===== src/rtl/subcarrier_mod_pkg.sv =====
// Package: shared types for the subcarrier modulator.
// Assumes mode_sel keeps the fixed 2-bit encoding below.
package subcarrier_mod_pkg;

    typedef enum logic [1:0] {
        MODE_PSK_ONE  = 2'b00,  // invert phase on every 1 bit
        MODE_PSK_RISE = 2'b01,  // invert phase on a 0 -> 1 data change
        MODE_FSK      = 2'b10,  // two-rate frequency keying
        MODE_OFF      = 2'b11   // output held low
    } mod_mode_e;

    // Returns 1 when the mode uses the phase-keyed subcarrier.
    function automatic logic is_psk(input mod_mode_e m);
        return (m == MODE_PSK_ONE) || (m == MODE_PSK_RISE);
    endfunction

endpackage


===== src/rtl/sc_divider.sv =====
// Module: sc_divider
// Makes the square PSK subcarrier from the carrier clock with one of three
// divide ratios. The wave is high in the first half of each period.
// Assumes: every divide ratio is even and no larger than DIV_C.
// sc_last marks the last cycle of a period. The counter stays at zero
// while run is low.
module sc_divider #(
    parameter int DIV_A = 2,
    parameter int DIV_B = 4,
    parameter int DIV_C = 8
) (
    input  logic       clk,
    input  logic       rst_n,
    input  logic       run,
    input  logic [1:0] sc_sel,
    output logic       sc_wave,
    output logic       sc_last
);
    localparam int CNT_W = $clog2(DIV_C + 1);
    localparam logic [CNT_W-1:0] A_M1   = CNT_W'(DIV_A - 1);
    localparam logic [CNT_W-1:0] B_M1   = CNT_W'(DIV_B - 1);
    localparam logic [CNT_W-1:0] C_M1   = CNT_W'(DIV_C - 1);
    localparam logic [CNT_W-1:0] A_HALF = CNT_W'(DIV_A / 2);
    localparam logic [CNT_W-1:0] B_HALF = CNT_W'(DIV_B / 2);
    localparam logic [CNT_W-1:0] C_HALF = CNT_W'(DIV_C / 2);

    logic [CNT_W-1:0] cnt;
    logic [CNT_W-1:0] last_val;
    logic [CNT_W-1:0] half_val;

    // Pick the terminal count and the half-period point for the selected ratio.
    always_comb begin
        unique case (sc_sel)
            2'b00:   begin last_val = A_M1; half_val = A_HALF; end
            2'b01:   begin last_val = B_M1; half_val = B_HALF; end
            default: begin last_val = C_M1; half_val = C_HALF; end
        endcase
    end

    // Count carrier cycles within one subcarrier period.
    always_ff @(posedge clk) begin
        if (!rst_n)             cnt <= '0;
        else if (!run)          cnt <= '0;
        else if (cnt >= last_val) cnt <= '0;
        else                    cnt <= cnt + 1'b1;
    end

    assign sc_last = (cnt >= last_val);
    assign sc_wave = (cnt < half_val);


    wrap_to_zero_chk: assert property (@(posedge clk) disable iff (!rst_n)
        (run && sc_last) |=> (cnt == '0))
        else $error("subcarrier counter did not wrap");


    idle_zero_chk: assert property (@(posedge clk) disable iff (!rst_n)
        !run |=> (cnt == '0))
        else $error("subcarrier counter moved while idle");

endmodule


===== src/rtl/psk_phase.sv =====
// Module: psk_phase
// Holds the PSK phase bit and applies one of two flip rules when a strobe arrives.
// With edge_rule low, each strobed 1 flips the phase. With edge_rule high, only a
// strobed 1 that follows a strobed 0 flips it.
// Assumes: the strobe lasts one cycle and is aligned by the caller to a period end.
module psk_phase (
    input  logic clk,
    input  logic rst_n,
    input  logic en,
    input  logic edge_rule,
    input  logic strobe,
    input  logic data,
    output logic phase
);
    logic prev_bit;
    logic take;
    logic flip;

    assign take = en && strobe;
    assign flip = take && data && (!edge_rule || !prev_bit);

    // Toggle the phase when the selected rule asks for it.
    always_ff @(posedge clk) begin
        if (!rst_n)    phase <= 1'b0;
        else if (flip) phase <= ~phase;
    end

    // Remember the last strobed bit for the rising-data rule.
    always_ff @(posedge clk) begin
        if (!rst_n)    prev_bit <= 1'b0;
        else if (take) prev_bit <= data;
    end


    hold_between_strobes_chk: assert property (@(posedge clk) disable iff (!rst_n)
        !take |=> $stable(phase))
        else $error("phase moved without a strobe");


    flip_on_one_chk: assert property (@(posedge clk) disable iff (!rst_n)
        (take && !edge_rule && data) |=> (phase != $past(phase)))
        else $error("phase did not flip on strobed 1");


    flip_on_rise_chk: assert property (@(posedge clk) disable iff (!rst_n)
        (take && edge_rule && data && !prev_bit) |=> (phase != $past(phase)))
        else $error("phase did not flip on rising data");


    no_flip_after_one_chk: assert property (@(posedge clk) disable iff (!rst_n)
        (take && edge_rule && prev_bit) |=> $stable(phase))
        else $error("phase flipped on repeated 1");

endmodule


===== src/rtl/fsk_gen.sv =====
// Module: fsk_gen
// Generates a two-rate square wave. The bit taken at each strobe selects the
// rate. A 0 bit selects a ZERO_DIV period with ZERO_HIGH high cycles. A 1 bit
// selects a ONE_DIV period with ONE_HIGH high cycles. A strobe also restarts
// the period, so the next cycle is the first high cycle.
// Assumes: the high lengths are shorter than their periods.
module fsk_gen #(
    parameter int ZERO_DIV  = 5,
    parameter int ZERO_HIGH = 2,
    parameter int ONE_DIV   = 8,
    parameter int ONE_HIGH  = 4
) (
    input  logic clk,
    input  logic rst_n,
    input  logic en,
    input  logic strobe,
    input  logic data,
    output logic wave
);
    localparam int MAX_DIV = (ZERO_DIV > ONE_DIV) ? ZERO_DIV : ONE_DIV;
    localparam int CNT_W   = $clog2(MAX_DIV + 1);
    localparam logic [CNT_W-1:0] Z_M1 = CNT_W'(ZERO_DIV - 1);
    localparam logic [CNT_W-1:0] O_M1 = CNT_W'(ONE_DIV - 1);
    localparam logic [CNT_W-1:0] Z_HI = CNT_W'(ZERO_HIGH);
    localparam logic [CNT_W-1:0] O_HI = CNT_W'(ONE_HIGH);

    logic             rate_one;
    logic [CNT_W-1:0] cnt;
    logic [CNT_W-1:0] last_val;
    logic [CNT_W-1:0] high_len;

    // Look up the period end and high length for the current rate.
    always_comb begin
        last_val = rate_one ? O_M1 : Z_M1;
        high_len = rate_one ? O_HI : Z_HI;
    end

    // Latch the rate from the strobed bit.
    always_ff @(posedge clk) begin
        if (!rst_n)               rate_one <= 1'b0;
        else if (en && strobe)    rate_one <= data;
    end

    // Step the position within the current period and restart it on a strobe.
    always_ff @(posedge clk) begin
        if (!rst_n)               cnt <= '0;
        else if (!en)             cnt <= '0;
        else if (strobe)          cnt <= '0;
        else if (cnt >= last_val) cnt <= '0;
        else                      cnt <= cnt + 1'b1;
    end

    assign wave = (cnt < high_len);


    strobe_restart_chk: assert property (@(posedge clk) disable iff (!rst_n)
        (en && strobe) |=> ((cnt == '0) && (rate_one == $past(data))))
        else $error("FSK did not restart on strobe");


    rate_hold_chk: assert property (@(posedge clk) disable iff (!rst_n)
        !(en && strobe) |=> $stable(rate_one))
        else $error("FSK rate moved without a strobe");


    period_wrap_chk: assert property (@(posedge clk) disable iff (!rst_n)
        (en && !strobe && (cnt >= last_val)) |=> (cnt == '0))
        else $error("FSK period did not wrap");

endmodule


===== src/rtl/subcarrier_mod.sv =====
// Module: subcarrier_mod (top)
// Carrier-clocked modulator. It combines the PSK subcarrier divider, the phase
// flip logic and the FSK generator, and a mux chooses which one drives mod_out.
// Assumes: bit_strobe marks the last carrier cycle of each bit. In the PSK
// modes the bit length is a whole number of subcarrier periods.
module subcarrier_mod
    import subcarrier_mod_pkg::*;
#(
    parameter int PSK_DIV_A = 2,
    parameter int PSK_DIV_B = 4,
    parameter int PSK_DIV_C = 8,
    parameter int FSK_ZERO_DIV  = 5,
    parameter int FSK_ZERO_HIGH = 2,
    parameter int FSK_ONE_DIV   = 8,
    parameter int FSK_ONE_HIGH  = 4
) (
    input  logic       clk,
    input  logic       rst_n,
    input  logic [1:0] mode_sel,
    input  logic [1:0] sc_sel,
    input  logic       data_in,
    input  logic       bit_strobe,
    output logic       mod_out
);
    mod_mode_e mode;
    logic      psk_on;
    logic      fsk_on;
    logic      sc_wave;
    logic      sc_last;
    logic      phase;
    logic      fsk_wave;

    assign mode   = mod_mode_e'(mode_sel);
    assign psk_on = is_psk(mode);
    assign fsk_on = (mode == MODE_FSK);

    sc_divider #(
        .DIV_A (PSK_DIV_A),
        .DIV_B (PSK_DIV_B),
        .DIV_C (PSK_DIV_C)
    ) u_div (
        .clk     (clk),
        .rst_n   (rst_n),
        .run     (psk_on),
        .sc_sel  (sc_sel),
        .sc_wave (sc_wave),
        .sc_last (sc_last)
    );

    psk_phase u_phase (
        .clk       (clk),
        .rst_n     (rst_n),
        .en        (psk_on),
        .edge_rule (mode == MODE_PSK_RISE),
        .strobe    (bit_strobe),
        .data      (data_in),
        .phase     (phase)
    );

    fsk_gen #(
        .ZERO_DIV  (FSK_ZERO_DIV),
        .ZERO_HIGH (FSK_ZERO_HIGH),
        .ONE_DIV   (FSK_ONE_DIV),
        .ONE_HIGH  (FSK_ONE_HIGH)
    ) u_fsk (
        .clk    (clk),
        .rst_n  (rst_n),
        .en     (fsk_on),
        .strobe (bit_strobe),
        .data   (data_in),
        .wave   (fsk_wave)
    );

    // Select the source that drives the modulator line for the current mode.
    always_comb begin
        unique case (mode)
            MODE_PSK_ONE, MODE_PSK_RISE: mod_out = sc_wave ^ phase;
            MODE_FSK:                    mod_out = fsk_wave;
            default:                     mod_out = 1'b0;
        endcase
    end


    strobe_aligned_chk: assert property (@(posedge clk) disable iff (!rst_n)
        (psk_on && bit_strobe) |-> sc_last)
        else $error("PSK strobe not at subcarrier period end");


    off_low_chk: assert property (@(posedge clk) disable iff (!rst_n)
        (mode == MODE_OFF) |-> !mod_out)
        else $error("output active in off mode");

endmodule


===== config.mk =====
export PLATFORM = sky130hd
export DESIGN_NAME = subcarrier_mod
export DESIGN_NICKNAME = d
export VERILOG_FILES = /design/src/rtl/subcarrier_mod_pkg.sv /design/src/rtl/sc_divider.sv /design/src/rtl/psk_phase.sv /design/src/rtl/fsk_gen.sv /design/src/rtl/subcarrier_mod.sv
export SDC_FILE = /design/constraint.sdc
export NUM_CORES = 1
export LEC_CHECK = 0
export BUFFER_PORTS_ARGS = -buffer_cell sky130_fd_sc_hd__buf_4
export CAP_MARGIN = 10
export CORE_AREA = 2 2 39 41
export DETAILED_ROUTE_END_ITERATION = 16
export DIE_AREA = 0 0 41 43
export GPL_ROUTABILITY_DRIVEN = 0
export PLACE_DENSITY = 0.77
export SYNTH_ARGS = -nofsm -noshare
export SYNTH_HDL_FRONTEND = slang
export SYNTH_SLANG_ARGS = --single-unit

===== constraint.sdc =====
create_clock -name clk -period 2.35 [get_ports clk]
set_input_delay 0 -clock clk [delete_from_list [all_inputs] [get_ports clk]]
set_output_delay 0 -clock clk [all_outputs]
set_load 0.05 [all_outputs]

==> metrics.log <==
[metrics] global router's overall resource usage: 16.8%
[metrics] share of the synthesized area in the top cell type: 33.5%
[metrics] Setup Skew: 0.000239 ns
[metrics] count of cells along the worst register-to-register path: 4
[metrics] critical path data arrival time: 1.64 ns
[metrics] count of antenna-violating nets left after detailed routing: 0
[metrics] max capacitance violation total: 0
[metrics] count of buffering cells on the critical path with inverters included: 1
[metrics] DRC violation count after routing: 0
[metrics] RSZ-0062 raised after global routing: no
[metrics] antenna violations before repair: 0
[metrics] data required time of the worst path: 2.35 ns
[metrics] buffers inserted by post-CTS timing repair: 0
[metrics] DR iter-0 viols: 8
[metrics] Fin. Hold Viols: 0
[metrics] CTS tree: done
[metrics] initial core utilization: 47.5%
[metrics] post-CTS resize count: 0
[metrics] fraction of layout instances using a drive strength above 1: 17.9%
[metrics] Setup crit start: u_div.cnt[1]
[metrics] total via count after detailed routing: 529
[metrics] worst slew pin tran: 0.443 ns
[metrics] total leakage power: 0.000332 µW
[metrics] kind of critical path: reg2out
[metrics] total detailed-routing wirelength: 1150 µm
[metrics] delay-heaviest family, CP: simple AND/OR/NAND/NOR gates
[metrics] die area: 1760 µm²
[metrics] Area growth, synth to finish: 17.7%
[metrics] post-DR wirelength/cell: 11.5 µm
[metrics] peak supply drop: 0.261 mV
[metrics] synthesized cell area: 657 µm²
[metrics] setup total negative slack: 0 ns
[metrics] number of sinks driven by the clock tree: 11
[metrics] post-route clock period utilization: 69.7%
[metrics] fin cells: 100
[metrics] number of stages on the worst hold path: 3
[metrics] startpoint type of the worst setup path: flip-flop
[metrics] number of diodes added for antenna fixing: 0
[metrics] cell count after synthesis: 71
[metrics] hold crit path type: in2reg
[metrics] min-delay src: data_in
[metrics] largest driver fanout on the critical path: 4
[metrics] number of I/O port buffers: 8
[metrics] die width: 41 µm
[metrics] most common cell after layout, fill and taps aside: sky130_fd_sc_hd__dfxtp_1
[metrics] relative slew slack: 70.1%
[metrics] register clock-pin slew on the reported worst setup and hold paths: 0.08 ns
[metrics] HPWL after detailed placement: 893 µm
[metrics] Floorplan Core Area: 1380 µm²
[metrics] final-layout worst hold slack: 0.0245 ns
[metrics] hold worst-path end: u_fsk.rate_one
[metrics] vias in the first global route: 498
[metrics] count of state elements after synthesis: 11
[metrics] warning count from the yosys run: 0
[metrics] synthesized netlist net count: 88
[metrics] cts hold-fix bufs: 1
[metrics] largest area contributor in the synthesized netlist: sky130_fd_sc_hd__dfxtp_1
[metrics] Max Buffers Root-to-Sink: 2
[metrics] Avg Inst Size Synth: 9.25 µm²
[metrics] outcome: finished, final reports clean
[metrics] Worst R2R Setup Slack: 1.03 ns
[metrics] top library cells by usage in the layout, fill and taps aside: sky130_fd_sc_hd__dfxtp_1, sky130_fd_sc_hd__inv_1, sky130_fd_sc_hd__ha_1
[metrics] shortest period the worst path allows: 1.64 ns
[metrics] nature of the critical path endpoint: primary output
[metrics] achievable clock frequency: 610 MHz
[metrics] Final setup violation count: 0
[metrics] number of distinct library cells after synthesis: 29
[metrics] vias per inst: 5.29
[metrics] synth top area cells: sky130_fd_sc_hd__dfxtp_1, sky130_fd_sc_hd__ha_1, sky130_fd_sc_hd__inv_1, sky130_fd_sc_hd__a211oi_1, sky130_fd_sc_hd__o21ai_0
[metrics] leftover overflow at the end of global routing: 0
[metrics] Placed Cells incl. Taps: 95
[metrics] net count of the finished layout: 102
[metrics] number of buffers inserted during clock tree synthesis: 3
[metrics] first-pass GRT wire length: 2000 µm
[metrics] router iterations before antenna repair: 4
[metrics] maximum number of pins on one net before global-route repair: 8
[metrics] power per cell area: 500 nW/µm²
[metrics] clock insertion delay at the later pin of the skew report: 0.27 ns
[metrics] height of the chip: 43 µm
[metrics] Max stage delay cell, worst path: sky130_fd_sc_hd__dfxtp_1
[metrics] R2R Path Start: u_div.cnt[2]
[metrics] worst path cell trace: ha_1 > o21ai_0 > or3b_1 > nand3_1 > buf_4
[metrics] number of H-tree levels: 1
[metrics] CP max stage delay: 0.35 ns
[metrics] reg-to-reg endpoint: u_div.cnt[2]
[metrics] Final Max Tran Viols: 0
[metrics] placement row count: 14
[metrics] number of placed I/O pins: 9
[metrics] share of the yosys chip area belonging to registers: 33.5%
[metrics] root cell of the clock tree: sky130_fd_sc_hd__clkbuf_4
==> layout make-up <==
class                           instances  area [µm²]
Multi-Input combinational cell         51         403
Tap cell                               16        20.0
Clock buffer                            4        26.3
Sequential cell                        11         220
Timing Repair Buffer                    9        70.1
Fill cell                             124         611
Inverter                                9        33.8
==> cells by family after synthesis <==
family                     synth area share, %
muxes                                     1.52
xor gates and xnor gates                  4.00
DFF                                       33.5
buffers and inverters                     5.14
and+or+nand+nor                           24.8
adders and majority gates                 17.1
AOI/OAI and AO/OA                         13.9
==> worst reg2reg max path: stages, from the launching register on <==
cell	delay, ns
sky130_fd_sc_hd__dfxtp_1	0.34
sky130_fd_sc_hd__ha_1	0.23
sky130_fd_sc_hd__nor4b_1	0.30
sky130_fd_sc_hd__o21ai_0	0.25
sky130_fd_sc_hd__nor2_1	0.14
==> report_power, final <==
group	switching (µW)	internal, µW
Clock	69.6	65.8
Combinational	29.5	26.6
Sequential	4.27	191
Total	103	283
==> sequential cells by signal, summed over array words and instances (netlist names) <==
register and cells:
u_div.cnt 4, u_phase.phase 1, u_fsk.cnt 4, u_fsk.rate_one 1, u_phase.prev_bit 1
==> per-layer routing <==
layer | track usage [%] | vias to the layer above | share of wire, % | wire length (µm)
met4 | 8.00 | 0 | 2.2 | 25
met5 | 0 | - | 0 | 0
li1 | - | 275 | - | -
met1 | 19.3 | 240 | 45 | 521
met3 | 4.71 | 5 | 4.7 | 54
met2 | 26.9 | 9 | 48 | 547
==> worst max path at each step <==
stage	endpoint	slack, ns	cells past startpoint
3_3_place_gp	mod_out	1.03	5
6_report	mod_out	0.71	5
4_1_cts	mod_out	0.71	5
5_1_grt	mod_out	0.62	5
3_5_place_dp	mod_out	1.00	5
2_1_floorplan	mod_out	0.93	4
==> metrics by stage <==
step           power (µW)  worst slack (ns)  util [%]  instance area (µm²)
6_report              387             0.712      55.9                  773
2_1_floorplan         232             0.929         -                  657
5_1_grt               405             0.623      55.9                  773
3_3_place_gp          253              1.03      53.3                  737
3_5_place_dp          254              1.00      53.3                  737
4_1_cts               389             0.714      55.9                  773
==> Yosys cell counts (all sizes together) <==
library cell / number
a211oi: 4
nand3: 4
xnor2: 2
a21oi: 1
nor3b: 1
or3: 1
nor4: 2
and2b: 1
nor2b: 2
o21bai: 1
nand2b: 1
a32oi: 1
dfxtp: 11
nand3b: 2
nor4b: 1
and2: 1
nand2: 1
nor2: 5
a21boi: 2
mux2i: 1
xor2: 1
o21ai: 5
or2: 1
or3b: 1
ha: 9
inv: 9
Note: power is estimated with default switching activity, not from simulation.
